===== config.mk =====
export PLATFORM = sky130hd
export DESIGN_NAME = gated_timer_channel
export DESIGN_NICKNAME = d
export VERILOG_FILES = /design/src/rtl/tmr_pkg.sv /design/src/rtl/tmr_sync.sv /design/src/rtl/tmr_prescaler.sv /design/src/rtl/tmr_gate_ctrl.sv /design/src/rtl/gated_timer_channel.sv
export SDC_FILE = /design/constraint.sdc
export NUM_CORES = 1
export LEC_CHECK = 0
export ABC_AREA = 1
export BUFFER_PORTS_ARGS = -buffer_cell sky130_fd_sc_hd__buf_2
export CORE_ASPECT_RATIO = 0.7
export CORE_MARGIN = 3
export CORE_UTILIZATION = 54
export DETAILED_ROUTE_END_ITERATION = 12
export PLACE_DENSITY = 0.79
export SLEW_MARGIN = 40
export SYNTH_ARGS = -nofsm -noshare
export SYNTH_HDL_FRONTEND = slang
export SYNTH_SLANG_ARGS = --single-unit

===== constraint.sdc =====
create_clock -name clk -period 1.66 [get_ports clk]
set_input_delay 0.415 -clock clk [delete_from_list [all_inputs] [get_ports clk]]
set_output_delay 0.415 -clock clk [all_outputs]
set_load 0.03 [all_outputs]

===== src/rtl/tmr_pkg.sv =====
// Shared definitions for the timer channel: mode-word bit positions,
// gate behaviour encoding and the prescaler limit decode.
package tmr_pkg;

    localparam int MODE_W    = 16;
    localparam int B_GATE_EN = 0;
    localparam int B_GM_LO   = 1;
    localparam int B_ALT     = 8;
    localparam int B_IRQ     = 10;
    localparam int B_DIV_LO  = 13;
    localparam int MAX_DIV   = 256;
    localparam int PH_W      = $clog2(MAX_DIV);

    typedef enum logic [1:0] {
        GM_HALT_ON_START = 2'd0,
        GM_CLEAR_ON_END  = 2'd1,
        GM_WINDOW        = 2'd2,
        GM_RESUME_ON_END = 2'd3
    } gate_mode_e;

    // Terminal phase value for each divide code (ratio minus one).
    function automatic logic [PH_W-1:0] div_limit(input logic [1:0] code);
        case (code)
            2'd0:    div_limit = PH_W'(0);
            2'd1:    div_limit = PH_W'(7);
            2'd2:    div_limit = PH_W'(15);
            default: div_limit = PH_W'(MAX_DIV - 1);
        endcase
    endfunction

endpackage


===== src/rtl/tmr_sync.sv =====
// Two-flop synchroniser with one extra history flop.
// Assumes: async_in may change at any time; lvl_o is the synchronised
// level and prev_o its value one clock earlier, so the parent can derive
// single-cycle edge events from the pair.
module tmr_sync (
    input  logic clk,
    input  logic rst_n,
    input  logic async_in,
    output logic lvl_o,
    output logic prev_o
);

    logic s1_q, s2_q, s3_q;

    // Shift the input through the metastability and history stages.
    always_ff @(posedge clk) begin
        if (!rst_n) begin
            s1_q <= 1'b0;
            s2_q <= 1'b0;
            s3_q <= 1'b0;
        end else begin
            s1_q <= async_in;
            s2_q <= s1_q;
            s3_q <= s2_q;
        end
    end

    assign lvl_o  = s2_q;
    assign prev_o = s3_q;

endmodule


===== src/rtl/tmr_prescaler.sv =====
// Phase counter that divides the core clock by 1, 8, 16 or 256.
// Assumes: restart has priority and returns the phase to zero; the phase
// advances only while run is high; tick_o marks the terminal phase.
// With PRESCALE_EN = 0 the ratio is always 1.
module tmr_prescaler
    import tmr_pkg::*;
#(
    parameter bit PRESCALE_EN = 1'b1
) (
    input  logic       clk,
    input  logic       rst_n,
    input  logic       restart,
    input  logic       run,
    input  logic [1:0] div_code,
    output logic       tick_o
);

    logic [PH_W-1:0] phase_q;
    logic [PH_W-1:0] limit;

    // Pick the terminal phase for the selected ratio.
    assign limit  = PRESCALE_EN ? div_limit(div_code) : PH_W'(0);
    assign tick_o = run && (phase_q == limit);

    // Advance the phase, wrapping at the terminal value.
    always_ff @(posedge clk) begin
        if (!rst_n) begin
            phase_q <= '0;
        end else if (restart) begin
            phase_q <= '0;
        end else if (run) begin
            phase_q <= (phase_q == limit) ? '0 : phase_q + 1'b1;
        end
    end

    // a terminal phase is never followed by another one unless ratio is 1.
    p_tick_spacing_r2: assert property (@(posedge clk) disable iff (!rst_n)
        (tick_o && !restart && limit != '0 && $stable(limit)) |=> !tick_o);

endmodule


===== src/rtl/tmr_gate_ctrl.sv =====
// Decodes gate start/end events into count and run-state actions.
// Assumes: start_ev and end_ev are single-cycle and never both high;
// outputs are combinational and used by the parent on the same edge.
module tmr_gate_ctrl
    import tmr_pkg::*;
(
    input  logic       en,
    input  gate_mode_e mode,
    input  logic       start_ev,
    input  logic       end_ev,
    input  logic       stopped,
    output logic       clr_o,
    output logic       hold_o,
    output logic       go_o,
    output logic       halt_o
);

    // Map the event and behaviour onto clear, hold, start and stop.
    always_comb begin
        clr_o  = 1'b0;
        hold_o = 1'b0;
        go_o   = 1'b0;
        halt_o = 1'b0;
        if (en) begin
            case (mode)
                GM_HALT_ON_START: begin
                    if (start_ev) begin
                        hold_o = 1'b1;
                        halt_o = 1'b1;
                    end
                    if (end_ev) begin
                        clr_o = 1'b1;
                        go_o  = 1'b1;
                    end
                end
                GM_CLEAR_ON_END: begin
                    if (end_ev) clr_o = 1'b1;
                end
                GM_WINDOW: begin
                    if (start_ev) begin
                        clr_o = 1'b1;
                        go_o  = 1'b1;
                    end
                    if (end_ev) begin
                        hold_o = 1'b1;
                        halt_o = 1'b1;
                    end
                end
                default: begin
                    if (end_ev && stopped) begin
                        clr_o = 1'b1;
                        go_o  = 1'b1;
                    end
                end
            endcase
        end
    end

endmodule


===== src/rtl/gated_timer_channel.sv =====
// One timer channel: mode and count registers, prescaled or external
// tick source, and four gate behaviours driven by a blanking gate.
// Assumes: CNT_W <= MODE_W; wr_en is a single-cycle strobe; gate_in and
// tick_in are asynchronous and synchronised here.
module gated_timer_channel
    import tmr_pkg::*;
#(
    parameter int CNT_W       = 16,
    parameter bit PRESCALE_EN = 1'b1
) (
    input  logic              clk,
    input  logic              rst_n,
    input  logic              wr_en,
    input  logic              wr_sel,
    input  logic [MODE_W-1:0] wr_data,
    input  logic              gate_in,
    input  logic              tick_in,
    output logic [CNT_W-1:0]  count_o,
    output logic [MODE_W-1:0] mode_o,
    output logic              stopped_o
);

    localparam logic [MODE_W-1:0] IRQ_SET = MODE_W'(1) << B_IRQ;

    logic [MODE_W-1:0] mode_q;
    logic [CNT_W-1:0]  count_q;
    logic              stopped_q;

    logic mode_wr, cnt_wr;
    logic g_lvl, g_prev, t_lvl, t_prev;
    logic g_start, g_end, t_rise;
    logic g_clr, g_hold, g_go, g_halt;
    logic alt_src, pre_tick, pre_run, pre_restart, inc;
    logic low_stop, force_stop;
    gate_mode_e gmode;

    assign mode_wr = wr_en && !wr_sel;
    assign cnt_wr  = wr_en &&  wr_sel;
    assign alt_src = mode_q[B_ALT];
    assign gmode   = gate_mode_e'(mode_q[B_GM_LO +: 2]);

    tmr_sync u_gate_sync (
        .clk      (clk),
        .rst_n    (rst_n),
        .async_in (gate_in),
        .lvl_o    (g_lvl),
        .prev_o   (g_prev)
    );

    tmr_sync u_tick_sync (
        .clk      (clk),
        .rst_n    (rst_n),
        .async_in (tick_in),
        .lvl_o    (t_lvl),
        .prev_o   (t_prev)
    );

    assign g_start = g_lvl && !g_prev;
    assign g_end   = !g_lvl && g_prev;
    assign t_rise  = t_lvl && !t_prev;

    tmr_gate_ctrl u_gate_ctrl (
        .en       (mode_q[B_GATE_EN]),
        .mode     (gmode),
        .start_ev (g_start),
        .end_ev   (g_end),
        .stopped  (stopped_q),
        .clr_o    (g_clr),
        .hold_o   (g_hold),
        .go_o     (g_go),
        .halt_o   (g_halt)
    );

    assign pre_run     = !stopped_q && !alt_src;
    assign pre_restart = mode_wr || (g_clr && !wr_en);

    tmr_prescaler #(.PRESCALE_EN(PRESCALE_EN)) u_prescaler (
        .clk      (clk),
        .rst_n    (rst_n),
        .restart  (pre_restart),
        .run      (pre_run),
        .div_code (mode_q[B_DIV_LO +: 2]),
        .tick_o   (pre_tick)
    );

    // Select the increment source for this cycle.
    assign inc = !stopped_q && (alt_src ? t_rise : pre_tick);

    // The prescaled variant refuses gate behaviours 0 and 3 at mode write.
    generate
        if (PRESCALE_EN) begin : g_presc_stop
            assign low_stop = (wr_data[2:0] == 3'b111) || (wr_data[2:0] == 3'b001);
        end else begin : g_plain_stop
            assign low_stop = 1'b0;
        end
    endgenerate

    assign force_stop = (wr_data[B_ALT] && wr_data[B_GATE_EN]) || low_stop;

    // Hold the mode word, flagging the interrupt bit on every write.
    always_ff @(posedge clk) begin
        if (!rst_n)       mode_q <= '0;
        else if (mode_wr) mode_q <= wr_data | IRQ_SET;
    end

    // Update the count: writes first, then gate clear, then increment.
    always_ff @(posedge clk) begin
        if (!rst_n)                count_q <= '0;
        else if (mode_wr)          count_q <= '0;
        else if (cnt_wr)           count_q <= wr_data[CNT_W-1:0];
        else if (g_clr)            count_q <= '0;
        else if (inc && !g_hold)   count_q <= count_q + 1'b1;
    end

    // Track whether the channel is halted.
    always_ff @(posedge clk) begin
        if (!rst_n)       stopped_q <= 1'b0;
        else if (mode_wr) stopped_q <= force_stop;
        else if (cnt_wr)  stopped_q <= stopped_q;
        else if (g_halt)  stopped_q <= 1'b1;
        else if (g_go)    stopped_q <= 1'b0;
    end

    assign count_o   = count_q;
    assign mode_o    = mode_q;
    assign stopped_o = stopped_q;

    p_mode_write_r4: assert property (@(posedge clk) disable iff (!rst_n)
        mode_wr |=> (count_q == '0) && (mode_q == ($past(wr_data) | IRQ_SET)));

    p_count_write_r7: assert property (@(posedge clk) disable iff (!rst_n)
        cnt_wr |=> count_q == $past(wr_data[CNT_W-1:0]));

    p_alt_gate_stop_r5: assert property (@(posedge clk) disable iff (!rst_n)
        (mode_wr && wr_data[B_ALT] && wr_data[B_GATE_EN]) |=> stopped_q);

    p_gate_clear_r9: assert property (@(posedge clk) disable iff (!rst_n)
        (g_clr && !wr_en) |=> count_q == '0);

    p_frozen_r8: assert property (@(posedge clk) disable iff (!rst_n)
        (stopped_q && !wr_en && !g_clr) |=> count_q == $past(count_q));

    p_step_r2: assert property (@(posedge clk) disable iff (!rst_n)
        (!wr_en && !g_clr) |=> (count_q == $past(count_q)) ||
                               (count_q == $past(count_q) + 1'b1));

    p_edge_single_r12: assert property (@(posedge clk) disable iff (!rst_n)
        g_start |=> !g_start);

    generate
        if (PRESCALE_EN) begin : g_stop_chk
            p_force_stop_r6: assert property (@(posedge clk) disable iff (!rst_n)
                (mode_wr && (wr_data[2:0] == 3'b111 || wr_data[2:0] == 3'b001))
                |=> stopped_q);
        end
    endgenerate

endmodule


==> results.toml <==
[grt]
overflow = 0
grt_pass1_wl_um = 10500
antenna_found_initial = 0
grt_use_total_pct = 23.5
grt_max_degree = 22
grt_pass1_vias = 2214

[placed_design]
port_buffers = 54
place_inst = 503
dpl.hpwl_um = 4760
gp_congestion = 0.886
placed_cell_area_mm2 = 0.00294

[setup_path]
r2r_start = "stopped_o"
startpoint = "stopped_o"
cp_num_buf_inv = 1
worstPathArrival_ns = 1.79
crit_required_ns = 1.86
regToRegSetupSlack_ns = 0.07
endpoint_kind = "register"
cpMostUsedCell = "nand2_2"
worst_path_dominant_cell_family = "compound AO/OA/AOI/OAI gates"
slowest_stage = "dfxtp_2"
cp_cell_sequence = "nand3_1 -> a21oi_2 -> nand2_2 -> o21ai_0 -> inv_1 -> nand2_2 -> nor3_1"
r2r_cells = 7
path_max_fanout = 7
critical_path_depth = 7
slowest_delay_ns = 0.42
crit_end = "u_prescaler.phase_q[1]"
crit_type = "register to register"
r2r-end = "u_prescaler.phase_q[1]"
critPathLaunchType = "register"

[routing]
top_layer = "met4"
route.detailed.drc = 0
wl_per_cell_um = 12.4
routed_wl_um = 6360
ant_nets = 0
wl_met3_um = 584
routedLengthMet1_um = 3030
vias = 2564
met2_length_um = 2700
drt_iter0_markers = 197
first_pass_iters = 4
viasPerCell = 5.02

[hold_path]
hold_path.class = "input port to register"

[synthesis]
synth_edf_count = 0
synthCells = 396
synth_top_family_by_area = "simple AND/OR/NAND/NOR gates"
synth_fa_ha_area_share_pct = 0.962
yosysSeqAreaShare_pct = 36.2
synth_area_leaders = "dfxtp_1 36%, nand2_1 14%, nor2_1 12%"
syn_area_mm2 = 0.00260
synth_top_cell_by_area = "dfxtp_1"
yosysTopAreaCellShare_pct = 36.2
ys_types = 31
synthSimpleGateAreaFrac_pct = 39.9
synthesis.nets = 420
synth-xor-area-share_pct = 5.39
yosys_warnings = 0
synth_compound_area_share_pct = 7.60
synth-seq-cells = 47
netlist_top_cells_count = "95 x nand2_1, 80 x nor2_1, 47 x dfxtp_1"
yosysMostFrequentCell = "nand2_1"
synthMuxAreaShare_pct = 0
avgSynthCellArea_um2 = 6.57
ys.flop_type = "dfxtp_1"
async_flop_share_pct = 0

[pwr]
power_density_mw_per_mm2 = 925
ir_worst_vdd_mv = 0.436
p_leak_nw = 1.51

[die]
start_util_pct = 58.1
coreArea_mm2 = 0.00448
die-height_um = 64.1
fp.dieW_um = 89.0
rows = 20
dieArea_mm2 = 0.00570
ios = 55

[layout]
antenna_cells = 0
fin_area_mm2 = 0.00305
area_delta_synth_final_pct = 17.3
drive_gt1_share_pct = 24.1
instances_no_fill = 511
final_nets = 479

[cts]
htree_num_levels = 2
clk_path_buf_depth = 2
cts-root-buf = "clkbuf_8"
cts_made_buffers = 5
clock_latency_ns = 0.31
cts_tree = "done"
cts_sinks = 47
clk_pin_slew_ns = 0.09
postCtsHoldBufs = 0

[sta]
fin_skew_ns = 0.00728
slew_headroom_pct = 71.2
max_freq_mhz = 628
tns_ns = 0
slew_viol_final = 0
period_needed_ns = 1.59
finalHoldViolations = 0
rsz0062_at_grt = "no"
finalCritPeriodShare_pct = 95.9
worst_pin_slew_ns = 0.429
setup_violations = 0

[run_status]
status = "complete, no violations"

[job]
drv_cap = 0
==> per-layer routing <==
metal,up-vias,global-route usage [%]
li1,1347,-
met5,-,0
met2,99,34.2
met1,1113,34.6
met4,0,6.13
met3,5,5.80
==> cells by family (layout without fill, tap and decap cells) <==
logic type                 after synthesis  after routing
DFF                                     47             47
xor gates and xnor gates                16             16
buffers and inverters                   59            119
and+or+nand+nor                        235            235
AOI/OAI and AO/OA                       37             37
adders and majority gates                2              2
==> cells in the final DEF (no fill, tap or decap), types with 2 or more instances in the layout <==
cell type	netlist	layout
nand3_1	27	27
nand3_2	2	2
nor2_2	11	15
nand2_4	2	2
nand2_2	3	3
inv_1	44	44
inv_6	0	2
o22ai_1	2	2
buf_2	2	54
o21ai_0	25	24
nor2_1	80	76
nand4_1	6	6
nand2_1	95	95
nand3b_1	2	2
buf_4	2	10
clkbuf_8	0	5
dfxtp_2	0	9
dfxtp_1	47	38
a21oi_1	7	7
nor3_1	3	3
xor2_1	15	15
nor2_4	2	2
==> worst min-delay path, stage by stage <==
cell and delay, ns:
buf_2 0.07, nand2_1 0.04, inv_1 0.04
==> how the worst min path moves through the flow <==
stage                                 from                 to  cells past startpoint
final                              gate_in   u_gate_sync.s1_q                      3
after global routing               tick_in   u_tick_sync.s1_q                      3
after CTS                          gate_in   u_gate_sync.s1_q                      3
after detailed placement  u_tick_sync.s1_q  u_tick_sync.lvl_o                      2
after global placement    u_tick_sync.s1_q  u_tick_sync.lvl_o                      2
after floorplan           u_gate_sync.s1_q  u_gate_sync.lvl_o                      2
==> power by group <==
group	switching, mW	internal (mW)	total [mW]
Clock	0.398	0.295	0.693
Combinational	0.541	0.271	0.812
Sequential	0.0961	1.22	1.32
==> what timing repair did <==
item | CTS | global route
resized for setup | 0 | 17
endpoints found under the setup margin | 0 | 21
hold endpoints to repair | 0 | 0
setup buffers | 0 | 0
==> per-stage QoR <==
stage	utilization, %	total power, mW	hold WS [ns]	setup slack, ns
floorplan	-	1.93	0.390	0.0320
finish	68.1	2.82	0.284	0.0679
CTS	67.5	2.82	0.281	0.0455
detailed placement	65.6	2.14	0.403	0.0795
global placement	65.6	2.12	0.393	0.107
global route	68.1	2.99	0.288	0.00678
==> area by class of cell <==
cell class / count / area [µm²]
Fill cell: 419 / 1430
Clock buffer: 6 / 72.6
Timing Repair Buffer: 64 / 345
Sequential cell: 47 / 952
Tap cell: 55 / 68.8
Clock inverter: 2 / 12.5
Multi-Input combinational cell: 290 / 1410
Inverter: 47 / 186
Note: power is estimated with default switching activity, not from simulation.
